<file path="src/rtl/srs_pkg.sv">
package srs_pkg;
   // Per-cycle action chosen by the controller
   typedef enum logic [2:0] {
      OP_IDLE,       // nothing to do
      OP_PUSH,       // store call address
      OP_POP,        // compare and remove top
      OP_REPL,       // compare top, then overwrite it
      OP_SPILL,      // call past full: count only
      OP_UNSPILL,    // return of an unstored call: no compare
      OP_UNDER,      // return on empty stack
      OP_UNDER_PUSH  // call+return on empty stack
   } srs_op_e;
endpackage

</file>
<file path="src/rtl/srs_ctrl.sv">
module srs_ctrl
   import srs_pkg::*;
#(
   parameter int DEPTH  = 32,
   parameter int LOST_W = 16,
   localparam int PTR_W = (DEPTH > 1) ? $clog2(DEPTH) : 1,
   localparam int CNT_W = $clog2(DEPTH + 1)
) (
   input  logic             clk_i,
   input  logic             rst_ni,
   input  logic             en_i,
   input  logic             call_i,
   input  logic             ret_i,
   output logic             wr_en_o,
   output logic [PTR_W-1:0] wr_idx_o,
   output logic [PTR_W-1:0] rd_idx_o,
   output logic             chk_o,
   output logic             ovf_o,
   output logic             unf_o
);
   localparam logic [CNT_W-1:0]  CNT_FULL = CNT_W'(DEPTH);
   localparam logic [LOST_W-1:0] LOST_MAX = '1;

   logic [CNT_W-1:0]  cnt_q;
   logic [LOST_W-1:0] lost_q;
   logic              ovf_q, unf_q;
   srs_op_e           op;
   logic [CNT_W-1:0]  top_cnt;
   logic              full, empty, spilling;

   assign full     = (cnt_q == CNT_FULL);
   assign empty    = (cnt_q == '0);
   assign spilling = (lost_q != '0);
   assign top_cnt  = cnt_q - CNT_W'(1);

   always_comb begin
      op = OP_IDLE;
      if (en_i) begin
         unique case ({call_i, ret_i})
            2'b10:   op = (spilling || full) ? OP_SPILL : OP_PUSH;
            2'b01:   op = spilling ? OP_UNSPILL : (empty ? OP_UNDER : OP_POP);
            2'b11:   op = spilling ? OP_IDLE : (empty ? OP_UNDER_PUSH : OP_REPL);
            default: op = OP_IDLE;
         endcase
      end
   end

   assign rd_idx_o = top_cnt[PTR_W-1:0];
   assign wr_idx_o = (op == OP_REPL) ? top_cnt[PTR_W-1:0] : cnt_q[PTR_W-1:0];
   assign wr_en_o  = (op == OP_PUSH) || (op == OP_REPL) || (op == OP_UNDER_PUSH);
   assign chk_o    = (op == OP_POP) || (op == OP_REPL);
   assign ovf_o    = ovf_q;
   assign unf_o    = unf_q;

   always_ff @(posedge clk_i) begin
      if (!rst_ni) begin
         cnt_q  <= '0;
         lost_q <= '0;
         ovf_q  <= 1'b0;
         unf_q  <= 1'b0;
      end else begin
         unique case (op)
            OP_PUSH:       cnt_q <= cnt_q + CNT_W'(1);
            OP_POP:        cnt_q <= top_cnt;
            OP_UNDER_PUSH: begin
               cnt_q <= CNT_W'(1);
               unf_q <= 1'b1;
            end
            OP_UNDER:      unf_q <= 1'b1;
            OP_SPILL: begin
               ovf_q <= 1'b1;
               if (lost_q != LOST_MAX) lost_q <= lost_q + LOST_W'(1);
            end
            OP_UNSPILL:    lost_q <= lost_q - LOST_W'(1);
            default:       ;
         endcase
      end
   end
endmodule

</file>
<file path="src/rtl/srs_mem.sv">
module srs_mem #(
   parameter int ADDR_W       = 32,
   parameter int DEPTH        = 32,
   parameter bit CLEAR_ON_RST = 1'b0,
   localparam int PTR_W = (DEPTH > 1) ? $clog2(DEPTH) : 1
) (
   input  logic              clk_i,
   input  logic              rst_ni,
   input  logic              wr_en_i,
   input  logic [PTR_W-1:0]  wr_idx_i,
   input  logic [ADDR_W-1:0] wr_data_i,
   input  logic [PTR_W-1:0]  rd_idx_i,
   output logic [ADDR_W-1:0] rd_data_o
);
   logic [ADDR_W-1:0] slot [DEPTH];

   for (genvar g = 0; g < DEPTH; g++) begin : g_slot
      logic [ADDR_W-1:0] q;
      logic              hit;
      assign hit = wr_en_i && (wr_idx_i == PTR_W'(g));
      if (CLEAR_ON_RST) begin : g_clr
         always_ff @(posedge clk_i) begin
            if (!rst_ni)  q <= '0;
            else if (hit) q <= wr_data_i;
         end
      end else begin : g_keep
         always_ff @(posedge clk_i) begin
            if (hit) q <= wr_data_i;
         end
      end
      assign slot[g] = q;
   end

   assign rd_data_o = slot[rd_idx_i];
endmodule

</file>
<file path="src/rtl/srs_cmp.sv">
module srs_cmp #(
   parameter int ADDR_W = 32
) (
   input  logic              clk_i,
   input  logic              rst_ni,
   input  logic              chk_i,
   input  logic [ADDR_W-1:0] arch_i,
   input  logic [ADDR_W-1:0] shadow_i,
   output logic              mismatch_o,
   output logic [ADDR_W-1:0] arch_o,
   output logic [ADDR_W-1:0] trusted_o
);
   always_ff @(posedge clk_i) begin
      if (!rst_ni) begin
         mismatch_o <= 1'b0;
         arch_o     <= '0;
         trusted_o  <= '0;
      end else begin
         mismatch_o <= chk_i && (arch_i != shadow_i);
         if (chk_i) begin
            arch_o    <= arch_i;
            trusted_o <= shadow_i;
         end
      end
   end
endmodule

</file>
<file path="src/rtl/shadow_ret_stack.sv">
module shadow_ret_stack #(
   parameter int ADDR_W       = 32,
   parameter int DEPTH        = 32,
   parameter int LOST_W       = 16,
   parameter bit CLEAR_ON_RST = 1'b0,
   localparam int PTR_W = (DEPTH > 1) ? $clog2(DEPTH) : 1
) (
   input  logic              clk_i,
   input  logic              rst_ni,
   input  logic              strap_en_i,
   input  logic              call_i,
   input  logic [ADDR_W-1:0] call_addr_i,
   input  logic              ret_i,
   input  logic [ADDR_W-1:0] ret_addr_i,
   output logic              mismatch_o,
   output logic [ADDR_W-1:0] arch_addr_o,
   output logic [ADDR_W-1:0] trusted_addr_o,
   output logic              overflow_o,
   output logic              underflow_o
);
   if (DEPTH < 2)  begin : g_bad_depth  $error("DEPTH must be at least 2");  end
   if (ADDR_W < 1) begin : g_bad_width  $error("ADDR_W must be positive");   end
   if (LOST_W < 1) begin : g_bad_lost   $error("LOST_W must be positive");   end

   logic             wr_en, chk;
   logic [PTR_W-1:0] wr_idx, rd_idx;
   logic [ADDR_W-1:0] top_addr;

   srs_ctrl #(.DEPTH(DEPTH), .LOST_W(LOST_W)) u_ctrl (
      .clk_i    (clk_i),
      .rst_ni   (rst_ni),
      .en_i     (strap_en_i),
      .call_i   (call_i),
      .ret_i    (ret_i),
      .wr_en_o  (wr_en),
      .wr_idx_o (wr_idx),
      .rd_idx_o (rd_idx),
      .chk_o    (chk),
      .ovf_o    (overflow_o),
      .unf_o    (underflow_o)
   );

   srs_mem #(.ADDR_W(ADDR_W), .DEPTH(DEPTH), .CLEAR_ON_RST(CLEAR_ON_RST)) u_mem (
      .clk_i     (clk_i),
      .rst_ni    (rst_ni),
      .wr_en_i   (wr_en),
      .wr_idx_i  (wr_idx),
      .wr_data_i (call_addr_i),
      .rd_idx_i  (rd_idx),
      .rd_data_o (top_addr)
   );

   srs_cmp #(.ADDR_W(ADDR_W)) u_cmp (
      .clk_i      (clk_i),
      .rst_ni     (rst_ni),
      .chk_i      (chk),
      .arch_i     (ret_addr_i),
      .shadow_i   (top_addr),
      .mismatch_o (mismatch_o),
      .arch_o     (arch_addr_o),
      .trusted_o  (trusted_addr_o)
   );
endmodule

</file>
<file path="config.mk">
export PLATFORM = sky130hd
export DESIGN_NAME = shadow_ret_stack
export DESIGN_NICKNAME = d
export VERILOG_FILES = /design/src/rtl/srs_pkg.sv /design/src/rtl/srs_ctrl.sv /design/src/rtl/srs_mem.sv /design/src/rtl/srs_cmp.sv /design/src/rtl/shadow_ret_stack.sv
export SDC_FILE = /design/constraint.sdc
export NUM_CORES = 1
export LEC_CHECK = 0
export BUFFER_PORTS_ARGS = -buffer_cell sky130_fd_sc_hd__buf_2
export CELL_PAD_IN_SITES_DETAIL_PLACEMENT = 0
export CELL_PAD_IN_SITES_GLOBAL_PLACEMENT = 1
export CORE_MARGIN = 3
export CORE_UTILIZATION = 35
export DETAILED_ROUTE_END_ITERATION = 7
export PLACE_DENSITY_LB_ADDON = 0.1
export SLEW_MARGIN = 40
export SYNTH_ARGS = -nofsm -noshare
export SYNTH_HDL_FRONTEND = slang
export SYNTH_SLANG_ARGS = --single-unit
</file>
<file path="constraint.sdc">
create_clock -name clk_i -period 6.55 [get_ports clk_i]
set_clock_uncertainty 0.2 [all_clocks]
set_input_delay 1.31 -clock clk_i [delete_from_list [all_inputs] [get_ports clk_i]]
set_output_delay 1.31 -clock clk_i [all_outputs]
set_load 0.1 [all_outputs]
</file>
==> results of run 1 <==
-- power by group --
| part | internal (uW) | switching, uW | total (uW) | leakage, uW |
|---|---|---|---|---|
| clock | 3950 | 2760 | 6710 | 0.00192 |
| sequential | 7850 | 39.1 | 7880 | 0.00993 |
| combinational | 1090 | 2220 | 3310 | 0.00460 |
| total | 12900 | 5020 | 17900 | 0.0164 |
-- layer usage --
metal  track usage  vias up  share of wire
met5             0        -              0
met4        0.0455        0          0.018
met3        0.0285      130          0.051
met2         0.308      674           0.47
met1         0.286    12371           0.46
li1              -     9968              -
-- cell type report --
| class | count | area [um^2] |
|---|---|---|
| antenna | 8 | 20.0 |
| clock buffer | 153 | 3280 |
| clock inverter | 68 | 626 |
| fill | 11023 | 72900 |
| inverter | 7 | 28.8 |
| multi-input combinational | 1151 | 10900 |
| sequential | 1113 | 32500 |
| tap | 1637 | 2050 |
| timing repair buffer | 226 | 1730 |
-- metrics by stage --
stage	instances	area (um^2)
CTS	4351	51100
detailed placement	4130	47200
finish	4363	51200
global placement	4115	46800
global route	4356	51200
floorplan	2400	43900
-- worst max-delay path by stage --
stage                                  to  slack, ps  depth (start not counted)
floorplan               u_ctrl.lost_q[15]       1600                         12
global placement    u_mem.g_slot[9].q[14]       1360                          9
detailed placement  u_mem.g_slot[2].q[18]       1310                         10
CTS                  u_mem.g_slot[2].q[3]       1640                         13
global route        u_mem.g_slot[6].q[31]       1370                         12
finish              u_mem.g_slot[4].q[25]       1720                         12
-- cell usage in the layout, fill, tap and decap left out, types with 6 or more instances in the layout --
cell and count:
nor2_4 32, nand2b_1 6, buf_12 10, buf_8 8, a32o_1 32, diode_2 8, buf_4 68, nor3_1 16
nand2_1 205, clkinv_1 20, nor4_1 9, bufinv_16 11, buf_16 9, clkbuf_1 23, o22ai_1 31, ha_1 15
nand4_1 15, clkbuf_16 125, mux2i_1 37, nor2_1 265, xnor2_1 44, and3_1 7, edfxtp_1 1024, a21oi_1 87
clkinv_2 28, a21o_1 7, xor2_1 10, mux4_2 256, dfxtp_1 87, nand3_1 7, buf_2 131
-- tightest hold or removal path, delay by kind of cell (launching register included) --
family / cells / cell delay (ps)
AO/OA/AOI/OAI: 1 / 50
flip-flops: 1 / 310
AND/OR/NAND/NOR: 1 / 50
-- Yosys cell counts, types with 17 or more instances --
library cell / count
edfxtp_1: 1024
nor2_1: 297
mux4_2: 256
nand2_1: 205
dfxtp_1: 89
a21oi_1: 88
xnor2_1: 45
buf_2: 39
clkbuf_1: 38
mux2i_1: 37
a32o_1: 32
o22ai_1: 32
buf_1: 17
nor3_1: 17
-- flip-flops by register name, indices dropped and copies added, names as in the netlist --
name              flops
u_cmp.arch_o         32
u_cmp.mismatch_o      1
u_cmp.trusted_o      32
u_ctrl.cnt_q          6
u_ctrl.lost_q        16
u_ctrl.ovf_o          1
u_ctrl.unf_o          1
u_mem.g_slot.q     1024
-- cell families (layout without fill, tap and decap cells) --
kind of cell	count (synthesis)	count (layout)	share of synthesized area
DFF	1113	1113	0.741
and+or+nand+nor	590	590	0.0553
muxes	293	293	0.140
AOI/OAI and AO/OA	195	195	0.0298
buffers and inverters	136	454	0.0182
xor gates and xnor gates	56	56	0.0113
adders and majority gates	17	17	0.00501
other	0	8	0
==> PnR_summary.wiki, run 1 <==
{| class="wikitable"
! Metric !! Value
|-
| Post-CTS Hold Fix Bufs || 0
|-
| Critical-path top delay cell || nor2_4
|-
| Post-CTS Setup Inserts || 0
|-
| FF-to-FF setup slack || 1720 ps
|-
| PostCTS Resize Cnt || 0
|-
| RD Place Congestion || 0.816
|-
| Cell Chain, Critical Path || inv_1 -> ha_4 -> or3b_1 -> nor3_2 -> buf_4 -> nor3_2 -> and2_1 -> nand2b_1 -> a221oi_2 -> nand2b_1 -> nor2_4 -> buf_4
|-
| Worst Min Path Start || u_cmp.arch_o[12]
|-
| Setup repair after global routing missed its margin || no
|-
| Die X-Extent || 360 um
|-
| Post-route setup slack || between 1500 and 2000 ps
|-
| Worst Hold Depth || 2
|-
| Remaining antenna violation count after routing || 0
|-
| Number of distinct library cells after synthesis || 63
|-
| Worst slack on hold paths || 253 ps
|-
| Worst r2r src || u_ctrl.cnt_q[1]
|-
| Number of I/O port buffers || 135
|-
| FFs w/ async S/R, synth || 0
|-
| Total wirelength of the detailed-routed design || around 130000 um
|-
| Area fraction of the dominant cell type after synthesis || 0.700
|-
| Total count of hold-check failures in the final report || 0
|-
| Net count of the finished layout || 2704
|-
| TritonCTS Buffers || roughly 120
|-
| Post-synthesis cell count || 2400
|-
| Post-placement worst setup slack || 1310 ps
|-
| Number of levels in the clock H-tree || 3
|-
| Seq/Total Area, Yosys || 0.741
|-
| Clock latency of the later-clocked register in the worst-skew pair || 700 ps
|-
| Via density per instance || 5.30
|-
| Maximum number of buffers from clock root to sink || 3
|-
| Worst path buffer plus inverter count || 3
|-
| Clock root cell || clkbuf_16
|-
| Wire length of the first global-routing pass || ~180000 um
|-
| Die span in y || 360 um
|-
| Cell area power density || 350 nW/um^2
|-
| Clock tree from TritonCTS || done
|-
| Sinks on the clock net || 1113
|-
| Crit-path leading delay family || simple AND/OR/NAND/NOR gates
|-
| Final core utilization || 0.413
|-
| Worst EP required || 6710 ps
|-
| Share of the clock period used by the worst path after layout || 0.737
|-
| Global route overflow || 0
|-
| R2R cell count || 12
|-
| Clock-pin slew of the registers on the worst-case setup and hold paths || 60 ps
|-
| Layout cell share with drive strength beyond 1 || 0.265
|-
| Pin count of the biggest net entering global routing || 90
|-
| Max Fanout on Critical Path || 17
|-
| Leakage power total || 0.0164 uW
|-
| Startpoint types || flop
|-
| Worst supply voltage drop on vdd || 0.197 mV
|-
| Endpoint of the lowest-slack register-to-register path || u_mem.g_slot[4].q[25]
|-
| Most used DFF post-synth || edfxtp_1
|-
| Critical path start-end classification || reg -> reg
|-
| Leading post-synthesis cells by cell area || edfxtp_1 70%, mux4_2 13%, dfxtp_1 4.1%
|-
| Status || complete, no violations
|-
| Peak Freq || 207 MHz
|-
| Global routing usage summed across all routing layers || 0.195
|-
| Final HPWL from detailed placement || 79900 um
|-
| Total power || ~18000 uW
|-
| Per-instance average area after synthesis || 18.3 um^2
|-
| Remaining max-slew budget at the tightest pin || 0.423
|-
| Via total after detailed routing || approximately 23000
|-
| Number of max-slew violations in the final report || 0
|-
| Post-synth EDFFs || around 1000
|-
| Ys Warns || 0
|-
| Initial cell density of the core || 0.354
|-
| Critical Path Max Stage Delay || between 600 and 700 ps
|-
| Boundary pin count || ~140
|-
| Max Cap Violations || 0
|-
| Initial drt markers || 2401
|-
| Full die area || roughly 130000 um^2
|-
| Number of failing setup endpoints in the final timing report || 0
|-
| Hold Path Sink || u_cmp.arch_o[12]
|-
| Iteration count of the initial detailed-routing pass || 8
|-
| Standard-cell rows || 129
|-
| Area Growth Syn to Fin || 16.6%
|-
| Register bit total from synthesis || roughly 1100
|-
| Minimum clock period after layout || 4830 ps
|-
| Number of design rule violations left after detail routing || 0
|-
| Number of antenna violations at the first check in global routing || 10
|-
| Kind of end point of the critical path || flop
|-
| Min-Delay Path Class || reg -> reg
|-
| Worst Path Arrival || between 4000 and 5000 ps
|-
| Total core area || 124000 um^2
|-
| Final total negative setup slack || 0 ps
|-
| Cell taking the most area after synthesis || edfxtp_1
|-
| Via count of the first global-routing pass || 23961
|-
| Critical Path Start || u_ctrl.cnt_q[1]
|-
| Cell Area, Synth || 43900 um^2
|-
| Wire length per cell || roughly 29 um
|-
| Syn Nets || ~2500
|-
| Worst slew pin tran || 866 ps
|}
(Power assumes the default switching activity.)
==> run 2, diff against run 1 <==
==> constraint.sdc (replaced) <==
create_clock -name clk_i -period 4.14 [get_ports clk_i]
set_clock_uncertainty 0.2 [all_clocks]
set_input_delay 0.828 -clock clk_i [delete_from_list [all_inputs] [get_ports clk_i]]
set_output_delay 0.828 -clock clk_i [all_outputs]
set_load 0.1 [all_outputs]
==> PnR_summary.wiki, run 2 (synthesis results as in run 1) <==
{| class="wikitable"
! Metric !! Value
|-
| Via total after detailed routing || 23304 (+0.70%)
|-
| Die span in y || 360 um (unchanged)
|-
| Status || complete, no violations
|-
| Critical Path Start || u_ctrl.cnt_q[0]
|-
| Register ranked first by flip-flop count || u_mem.g_slot.q
|-
| Most common cell after layout, fill and taps aside || edfxtp_1
|-
| Register share of total power || 0.442 (+0.002)
|-
| Standard-cell rows || 129 (unchanged)
|-
| Worst slew pin tran || 775 ps (-90.3 ps)
|-
| Boundary pin count || 136 (unchanged)
|-
| Peak Freq || 256 MHz (+24%)
|-
| Number of levels in the clock H-tree || 3 (unchanged)
|-
| Worst r2r src || u_ctrl.cnt_q[0]
|-
| Fraction of power spent switching nets || 0.271 (-0.00972)
|-
| Clock root cell || clkbuf_16
|-
| R2R cell count || 13 (+1)
|-
| Minimum clock period after layout || 3900 ps (-928 ps)
|-
| End point of the critical path || u_cmp.mismatch_o
|-
| Biggest registers after layout || u_mem.g_slot.q: 1024 flops, u_cmp.arch_o: 32 flops, u_cmp.trusted_o: 32 flops
|-
| Iteration count of the initial detailed-routing pass || 5 (-3)
|-
| Portion of total power attributed to the clock network || 0.379 (+0.004)
|-
| TritonCTS Buffers || 119 (unchanged)
|-
| Number of flip-flops in the largest register || 1024 (unchanged)
|-
| Number of design rule violations left after detail routing || 0 (unchanged)
|-
| Total count of hold-check failures in the final report || 0 (unchanged)
|-
| Diode insertion count for antenna repair || 0 (-8)
|-
| Final core utilization || 0.420 (+0.00720)
|-
| Max Cap Violations || 0 (unchanged)
|-
| Initial cell density of the core || 0.354 (unchanged)
|-
| Final total negative setup slack || 0 ps (unchanged)
|-
| Cell area power density || 542 nW/um^2 (+55%)
|-
| Net switching power || 7640 uW (+52%)
|-
| FF-to-FF setup slack || 240 ps (-1480 ps)
|-
| Setup repair after global routing missed its margin || no
|-
| Max Fanout on Critical Path || 31 (+14)
|-
| Worst Min Path Start || ret_addr_i[23]
|-
| Net count of the finished layout || 2748 (+1.6%)
|-
| Number of antenna violations at the first check in global routing || 6 (-4)
|-
| Most frequent cells in the layout || 1024 x edfxtp_1, 262 x nor2_1, 256 x mux4_2
|-
| Clock latency of the later-clocked register in the worst-skew pair || 720 ps (+20 ps)
|-
| Number of failing setup endpoints in the final timing report || 0 (unchanged)
|-
| Worst supply voltage drop on vdd || 0.346 mV (+76%)
|-
| Layout cell share with drive strength beyond 1 || 0.273 (+0.00746)
|-
| Wire length per cell || 29.2 um (+0.52%)
|-
| Kind of end point of the critical path || flop
|-
| Endpoint of the lowest-slack register-to-register path || u_cmp.mismatch_o
|-
| Global route overflow || 0 (unchanged)
|-
| Startpoint types || flop
|-
| Via count of the first global-routing pass || 24337 (+1.6%)
|-
| Clock-pin slew of the registers on the worst-case setup and hold paths || 60 ps (about the same)
|-
| Min-Delay Path Class || in -> reg
|-
| Initial drt markers || 1978 (-18%)
|-
| Worst Path Arrival || 4280 ps (-710 ps)
|-
| Full die area || 130000 um^2 (unchanged)
|-
| Via density per instance || 5.30 (-0.11%)
|-
| Area Growth Syn to Fin || 18.6%
|-
| Total core area || 124000 um^2 (unchanged)
|-
| Remaining max-slew budget at the tightest pin || 0.483 (+0.0602)
|-
| Leakage power total || 0.0168 uW (+2.1%)
|-
| Critical path start-end classification || reg -> reg
|-
| Share of the clock period used by the worst path after layout || 0.942 (+0.205)
|-
| Die X-Extent || 360 um (unchanged)
|-
| Final HPWL from detailed placement || 76200 um (-4.6%)
|-
| Worst EP required || 4520 ps (-2190 ps)
|-
| Maximum number of buffers from clock root to sink || 3 (unchanged)
|-
| Wire length of the first global-routing pass || 184000 um (+1.0%)
|-
| Sinks on the clock net || 1113 (unchanged)
|-
| Combinational cell fraction of total power || 0.179 (-0.006)
|-
| Global routing usage summed across all routing layers || 0.198 (+0.00356)
|-
| RD Place Congestion || 0.731 (-10%)
|-
| Number of max-slew violations in the final report || 0 (unchanged)
|-
| Remaining antenna violation count after routing || 0 (unchanged)
|-
| Number of filler cells placed in the layout || 10973 (-0.45%)
|-
| Pin count of the biggest net entering global routing || 75 (-17%)
|-
| Total wirelength of the detailed-routed design || 129000 um (+1.3%)
|-
| Internal portion of total power || 20600 uW (+60%)
|-
| Number of I/O port buffers || 135 (unchanged)
|-
| Clock tree from TritonCTS || done
|}
## run 2: cell count changes in the layout (fill, tap and decap cells not counted), moves of 6 or more
cell      change
buf_16        -6
clkbuf_1      +8
diode_2       -8
buf_4         -6
clkinv_2     -12
buf_8         -7
buf_12       +56
## run 2: area by class of cell
cell class | instances | area, um^2 | area share
clock buffer | 161 | 3260 | 0.0625
clock inverter | 59 | 701 | 0.0134
inverter | 7 | 28.8 | 0.000552
multi-input combinational | 1151 | 10900 | 0.210
sequential | 1113 | 32500 | 0.624
tap | 1637 | 2050 | 0.0393
timing repair buffer | 270 | 2620 | 0.0502
## run 2: layer usage
metal,share of wire,up-vias,wire length (um),track usage
met4,0.019,4,2460,0.0459
met1,0.43,12507,55700,0.267
met2,0.50,603,63900,0.336
met5,0.00019,-,24,0
met3,0.051,137,6500,0.0355
li1,-,10053,-,-
## run 2: power by group through the flow
stage | logic, uW | clock network [uW] | registers, uW
floorplan | 2880 | 0 | 13100
global placement | 5050 | 0 | 12700
detailed placement | 5080 | 0 | 12700
CTS | 5140 | 11000 | 12500
global route | 5410 | 11500 | 12500
finish | 5060 | 10700 | 12500
## run 2: worst min path at each step
stage / endpoint / slack [ps] / cells after the start
after global placement: u_cmp.arch_o[6] / 240 / 2
after floorplan: u_ctrl.lost_q[13] / 280 / 2
final: u_cmp.arch_o[23] / 180 / 3
after global routing: u_cmp.arch_o[21] / 150 / 3
after CTS: u_cmp.arch_o[13] / 110 / 3
after detailed placement: u_cmp.trusted_o[7] / 250 / 2
## run 2: through the flow
| stage | instance area (um^2) | hold WS, ps | std cells | setup slack [ps] | total power [uW] |
|---|---|---|---|---|---|
| 2_1_floorplan | 44000 | 278 | 2400 | -141 | 16000 |
| 3_3_place_gp | 47900 | 240 | 4167 | -259 | 17800 |
| 3_5_place_dp | 48000 | 247 | 4170 | -278 | 17800 |
| 4_1_cts | 52000 | 114 | 4392 | 0.755 | 28600 |
| 5_1_grt | 52100 | 146 | 4398 | 8.01 | 29400 |
| 6_report | 52100 | 175 | 4398 | 239 | 28200 |
## run 2: critical path: stages (launching register included)
cell	delay [ps]
dfxtp_4	380
inv_1	200
ha_4	310
xor2_4	220
buf_4	520
mux2i_1	190
a32o_1	230
nor2_1	180
xnor2_1	150
buf_4	130
nand4_1	290
nor4_1	430
buf_4	190
a311oi_1	100
## run 2: repair_timing
item / CTS / global route
gates resized for setup: 4 / 6
setup endpoints to repair: 1 / 142
hold buffers: 0 / 0
buffers inserted: 1 / 6
cloned: 1 / 0
pin swaps: 2 / 3
